`src/rtl/otp_pkg.sv`:
```
package otp_pkg;
  typedef logic [7:0] byte_t;

  // Burning can only pull bits low.
  function automatic byte_t burn_merge(input byte_t prior, input byte_t applied);
    return prior & applied;
  endfunction

  // Signature byte chosen by address bit 0; stray upper bits yield zero.
  function automatic byte_t ident_pick(input logic sel_dev, input logic upper_clear,
                                       input byte_t mfr, input byte_t dev);
    if (!upper_clear) return 8'h00;
    return sel_dev ? dev : mfr;
  endfunction
endpackage

```
`src/rtl/otp_strobe_edge.sv`:
```
module otp_strobe_edge (
  input  logic clk,
  input  logic rst_n,
  input  logic strobe_n,
  output logic fall
);
  logic strobe_q;

  always_ff @(posedge clk or negedge rst_n) begin
    if (!rst_n) strobe_q <= 1'b1;
    else        strobe_q <= strobe_n;
  end

  assign fall = strobe_q & ~strobe_n;
endmodule

```
`src/rtl/otp_cell_array.sv`:
```
module otp_cell_array
  import otp_pkg::*;
#(
  parameter int ADDR_W = 8
) (
  input  logic              clk,
  input  logic              rst_n,
  input  logic              wr_en,
  input  logic [ADDR_W-1:0] wr_addr,
  input  byte_t             wr_data,
  input  logic [ADDR_W-1:0] rd_addr,
  output byte_t             rd_data
);
  localparam int DEPTH = 1 << ADDR_W;

  byte_t cells [DEPTH];

  always_ff @(posedge clk or negedge rst_n) begin
    if (!rst_n) begin
      for (int i = 0; i < DEPTH; i++) cells[i] <= 8'hFF;
    end else if (wr_en) begin
      cells[wr_addr] <= burn_merge(cells[wr_addr], wr_data);
    end
  end

  assign rd_data = cells[rd_addr];
endmodule

```
`src/rtl/otp_read_path.sv`:
```
module otp_read_path
  import otp_pkg::*;
#(
  parameter int    ADDR_W = 8,
  parameter byte_t MFR_ID = 8'h20,
  parameter byte_t DEV_ID = 8'h61
) (
  input  logic              ce_n,
  input  logic              oe_n,
  input  logic              pgm_n,
  input  logic              sig_en,
  input  logic [ADDR_W-1:0] addr,
  input  byte_t             cell_q,
  output byte_t             dout,
  output logic              dout_en
);
  logic  upper_clear;
  byte_t ident;
  byte_t sel_q;

  generate
    if (ADDR_W > 1) begin : g_upper
      assign upper_clear = (addr[ADDR_W-1:1] == '0);
    end else begin : g_single
      assign upper_clear = 1'b1;
    end
  endgenerate

  assign ident   = ident_pick(addr[0], upper_clear, MFR_ID, DEV_ID);
  assign sel_q   = sig_en ? ident : cell_q;
  assign dout_en = ~ce_n & ~oe_n & pgm_n;
  assign dout    = dout_en ? sel_q : 8'h00;
endmodule

```
`src/rtl/otp_byte_store.sv`:
```
module otp_byte_store
  import otp_pkg::*;
#(
  parameter int    ADDR_W = 8,
  parameter byte_t MFR_ID = 8'h20,
  parameter byte_t DEV_ID = 8'h61
) (
  input  logic              clk,
  input  logic              rst_n,
  input  logic              ce_n,
  input  logic              oe_n,
  input  logic              pgm_n,
  input  logic              hv_en,
  input  logic              sig_en,
  input  logic [ADDR_W-1:0] addr,
  input  logic [7:0]        din,
  output logic [7:0]        dout,
  output logic              dout_en
);
  logic  strobe_fall;
  logic  wr_fire;
  byte_t array_q;

  otp_strobe_edge u_edge (
    .clk      (clk),
    .rst_n    (rst_n),
    .strobe_n (pgm_n),
    .fall     (strobe_fall)
  );

  // Burn only when selected and high voltage is present.
  assign wr_fire = strobe_fall & ~ce_n & hv_en;

  otp_cell_array #(.ADDR_W(ADDR_W)) u_array (
    .clk     (clk),
    .rst_n   (rst_n),
    .wr_en   (wr_fire),
    .wr_addr (addr),
    .wr_data (din),
    .rd_addr (addr),
    .rd_data (array_q)
  );

  otp_read_path #(.ADDR_W(ADDR_W), .MFR_ID(MFR_ID), .DEV_ID(DEV_ID)) u_read (
    .ce_n    (ce_n),
    .oe_n    (oe_n),
    .pgm_n   (pgm_n),
    .sig_en  (sig_en),
    .addr    (addr),
    .cell_q  (array_q),
    .dout    (dout),
    .dout_en (dout_en)
  );
endmodule

```
`config.mk`:
```
export PLATFORM = sky130hd
export DESIGN_NAME = otp_byte_store
export DESIGN_NICKNAME = d
export VERILOG_FILES = /design/src/rtl/otp_pkg.sv /design/src/rtl/otp_strobe_edge.sv /design/src/rtl/otp_cell_array.sv /design/src/rtl/otp_read_path.sv /design/src/rtl/otp_byte_store.sv
export SDC_FILE = /design/constraint.sdc
export NUM_CORES = 2
export LEC_CHECK = 0
export BUFFER_PORTS_ARGS = -buffer_cell sky130_fd_sc_hd__buf_2
export CAP_MARGIN = 40
export CELL_PAD_IN_SITES_DETAIL_PLACEMENT = 1
export CELL_PAD_IN_SITES_GLOBAL_PLACEMENT = 1
export CORE_MARGIN = 4
export CORE_UTILIZATION = 52
export CTS_CLUSTER_DIAMETER = 50
export DETAILED_ROUTE_END_ITERATION = 6
export PLACE_DENSITY_LB_ADDON = 0.12
export SYNTH_ARGS = -nofsm -noshare
export SYNTH_HDL_FRONTEND = slang
export SYNTH_SLANG_ARGS = --single-unit
```
`constraint.sdc`:
```
create_clock -name clk -period 3.3 [get_ports clk]
set_clock_uncertainty 0.1 [all_clocks]
set_input_delay 0.33 -clock clk [delete_from_list [all_inputs] [get_ports clk]]
set_output_delay 0.33 -clock clk [all_outputs]
set_load 0.02 [all_outputs]
```
==> summary.md <==
| Metric | Value |
|---|---|
| R2r setup slk | `-0.53 ns` |
| Tmin final | `around 4.2 ns` |
| Area of the core | `approximately 180000 µm²` |
| Max Cap Viol | `0` |
| Post-synthesis net count | `about 8700` |
| #FFs+latches synth | `around 2000` |
| Clock root buffer | `clkbuf_16` |
| Global-route usage over all layers | `between 30% and 40%` |
| Area of the mapped netlist | `between 90000 and 100000 µm²` |
| Library cells used by synthesis | `52` |
| Fmax | `roughly 0.24 GHz` |
| Post-Syn Instances | `8654` |
| Synth top area cells | `dfstp_2 57%, o21ai_0 8.6%, nand2_1 8.2%` |
| Slowest CP cell | `mux4_2` |
| # DRC | `0` |
| CP max stage delay | `0.55 ns` |
| Startpoint Class | `flip-flop` |
| First-pass GRT wire length | `around 480 mm` |
| Cells along the critical path | `mux4_2 -> and3_4 -> a31oi_4 -> nand4_1 -> buf_4 -> nor4_4 -> buf_4 -> a21oi_2 -> a22o_4 -> buf_6` |
| Layout Cells excl Fill | `11680` |
| Port Buffers | `31` |
| Reg2reg start | `u_array.cells[835]$_DFFE_PN1P_` |
| Post-synthesis async set-or-reset flop share | `100.0%` |
| Synth Flop Type | `dfstp_2` |
| Crit. End Element | `output pin` |
| End-of-flow core utilization | `62.87%` |
| DR vias | `~70000` |
| Nets | `roughly 9000` |
| Worst hold endpoint | `u_array.cells[1386]$_DFFE_PN1P_` |
| Cts bufs inserted | `~230` |
| Final WS setup | `-0.8757 ns` |
| Slew HR | `43.97%` |
| Io pins | `32` |
| Worst Path Max Fanout | `2` |
| Post-synthesis sequential area ratio | `roughly 57%` |
| # fillers | `around 18000` |
| Via density per instance | `about 6` |
| Clock sink count | `2049` |
| Initial DRC count | `5474` |
| GP Congestion | `0.8768` |
| CP arrival | `3.75 ns` |
| Unrepaired setup endpoints after global routing | `true` |
| Final setup vio count | `approximately 240` |
| Post-DRT Antenna Nets | `0` |
| Clk buf depth | `3` |
| Worst-case reg-to-reg path depth | `16` |
| TritonRoute pass-1 iters | `5` |
| Crit path required time | `approximately 2.9 ns` |
| Net Sw Power | `between 0.01 and 0.015 W` |
| IR drop worst, VDD | `roughly 0.45 mV` |
| Clock power share | `between 40% and 50%` |
| Internal | `~0.042 W` |
| Hpwl dp | `between 200 and 250 mm` |
| DIE AREA | `187100 µm²` |
| Pin count of the biggest net entering global routing | `128` |
| Sequential power share | `a little under half` |
| WS Path Type | `reg -> out` |
| WL/cell | `roughly 27 µm` |
| Leak | `between 40 and 50 nW` |
| Initial Utilization | `52.41%` |
| Sw Share | `approximately a quarter` |
| Die W | `roughly 430 µm` |
| Layout cells sized above 1 | `41.50%` |
| Initial antenna violation count | `8` |
| Failing checks | `setup timing` |
| Most numerous cell on the critical path | `buf_4` |
| Placed Cells | `approximately 11000` |
| Final WL | `between 300 and 400 mm` |
| Vias in the first global route | `78050` |
| TritonCTS clock tree | `yes` |
| Ys Warns | `0` |
| Skew-Pair Late Insertion Delay | `between 0.8 and 0.9 ns` |
| Worst R2R End | `u_array.cells[1859]$_DFFE_PN1P_` |
| Fin crit share | `126.5%` |
| Area Overhead vs Synth | `19.95%` |
| Max-slew violation count | `0` |
| Hold Crit Depth | `4` |
| Area leader, netlist | `dfstp_2` |
| Measured slew at the worst slew-check pin | `about 0.84 ns` |
| Outcome | `complete, but fails checks` |
| Syn Area/Cell | `approximately 11 µm²` |
| Clk slew on worst S/H paths | `0.06 ns` |
| GR Overflow Total | `0` |
| Min-Delay Path Class | `in -> reg` |
| Post-synth top area share | `57.45%` |
| CTS HTree Levels | `4` |
| Die Span Y | `about 430 µm` |
| Hold_sp | `din[2]` |
| Final Hold Fails | `0` |
| PD cells | `488.7 nW/µm²` |
| Logic pwr share | `under 10%` |
| Cell Rows | `155` |
| Number of enable flip-flop cells after synthesis | `0` |
## stage by stage
step | setup TNS (ns) | hold slack (ns) | instance area (µm²) | total power (W) | setup WS (ns)
2_1_floorplan | 0 | 0.08216 | 93710 | 0.02723 | 0.004973
3_3_place_gp | -1027.19 | 0.3470 | 103200 | 0.02911 | -1.177
3_5_place_dp | -1115.42 | 0.3533 | 103200 | 0.02919 | -1.143
4_1_cts | -6.523 | 0.01169 | 111100 | 0.05505 | -0.8644
5_1_grt | -79.10 | 0.03831 | 112400 | 0.05667 | -0.9018
6_report | -76.54 | 0.06978 | 112400 | 0.05493 | -0.8757
## power groups by stage
stage                     combinational, W  sequential (W)  clock, W
final                              0.00367          0.0254    0.0258
after floorplan                    0.00147          0.0258         0
after detailed placement           0.00342          0.0258         0
after global placement             0.00334          0.0258         0
after CTS                          0.00350          0.0254    0.0261
after global routing               0.00386          0.0254    0.0274
## cell families (layout without fill, tap and decap cells)
kind of cell / Yosys count / after routing / synth area share [%]
other: 0 / 3 / 0
AOI/OAI and AO/OA: 2202 / 2202 / 12.93
and+or+nand+nor: 2422 / 2422 / 10.52
buffers and inverters: 982 / 1652 / 4.673
DFF: 2049 / 2049 / 57.45
muxes: 999 / 999 / 14.42
## per-layer routing
layer | vias to the layer above | global-route usage, % | routed length (µm)
li1 | 31020 | - | -
met1 | 37890 | 44.11 | 131500
met2 | 2093 | 55.98 | 155900
met3 | 685 | 4.499 | 17390
met4 | 0 | 13.60 | 14190
met5 | - | 0 | 0
## layout make-up
cell class / count / area [µm²] / share of cell area [%]
Clock buffer: 332 / 6628 / 5.896
Antenna cell: 3 / 7.507 / 0.006678
Sequential cell: 2049 / 53840 / 47.89
Clock inverter: 81 / 967.2 / 0.8604
Timing Repair Buffer: 981 / 10570 / 9.399
Tap cell: 2355 / 2947 / 2.621
Inverter: 258 / 968.4 / 0.8615
Multi-Input combinational cell: 5623 / 36490 / 32.46
## worst max-delay path by stage
stage | end | start | slack [ns] | depth (start not counted)
2_1_floorplan | dout[7] | addr[0] | 0.005 | 12
6_report | dout[0] | u_array.cells[64]$_DFFE_PN1P_ | -0.88 | 10
3_5_place_dp | dout[0] | addr[0] | -1.14 | 13
4_1_cts | dout[6] | u_array.cells[70]$_DFFE_PN1P_ | -0.86 | 8
5_1_grt | dout[3] | u_array.cells[835]$_DFFE_PN1P_ | -0.90 | 10
3_3_place_gp | dout[0] | addr[0] | -1.18 | 13
## worst max-delay path, delay by kind of cell, from the launching register on
kind / cells / cell delay [ns]
simple gates: 3 / 0.83
buf+inv: 3 / 0.65
mux: 1 / 0.55
compound gates: 3 / 0.47
flops: 1 / 0.37
## state kept, by name, summed over array words and instances, names as in the netlist
name and cells:
u_array.cells 2048, u_edge.strobe_q 1
## synth_stat cells (4+ instances only)
| cell type | instances |
|---|---|
| a22oi_1 | 215 |
| o31ai_1 | 32 |
| a22o_1 | 34 |
| nand3_1 | 173 |
| or4_1 | 10 |
| nor2_1 | 51 |
| mux4_2 | 281 |
| o21ai_1 | 189 |
| clkbuf_1 | 440 |
| clkbuf_2 | 27 |
| buf_1 | 22 |
| nor3_2 | 10 |
| a41o_1 | 10 |
| a21oi_1 | 34 |
| buf_4 | 61 |
| dfstp_2 | 2049 |
| a2111oi_0 | 10 |
| buf_2 | 140 |
| inv_1 | 258 |
| a221oi_1 | 55 |
| mux2i_1 | 718 |
| and3_1 | 4 |
| nor3_1 | 12 |
| or3b_1 | 4 |
| nand2_1 | 2035 |
| and4_1 | 6 |
| nand4_1 | 47 |
| nand3b_1 | 9 |
| buf_6 | 34 |
| nand2b_1 | 11 |
| a211oi_1 | 15 |
| o21ai_0 | 1603 |
| nor2b_1 | 24 |
## placed cells by master (no fill, tap or decap), types with 215 or more instances in the layout
master,count
a22oi_1,215
buf_12,218
buf_4,691
clkbuf_16,245
dfstp_2,2049
inv_1,258
mux2i_1,715
mux4_2,281
nand2_1,2035
o21ai_0,1478
o21ai_1,224
## timing repair
| item | CTS | global route |
|---|---|---|
| gates cloned | 0 | 19 |
| setup endpoints to repair | 838 | 195 |
| gates resized for setup | 60 | 287 |
| setup buffers | 1 | 16 |
| hold buffers | 8 | 0 |
| endpoints found under the hold margin | 93 | 0 |
| pin swaps | 28 | 96 |
Power figures use the tool's default switching activity.
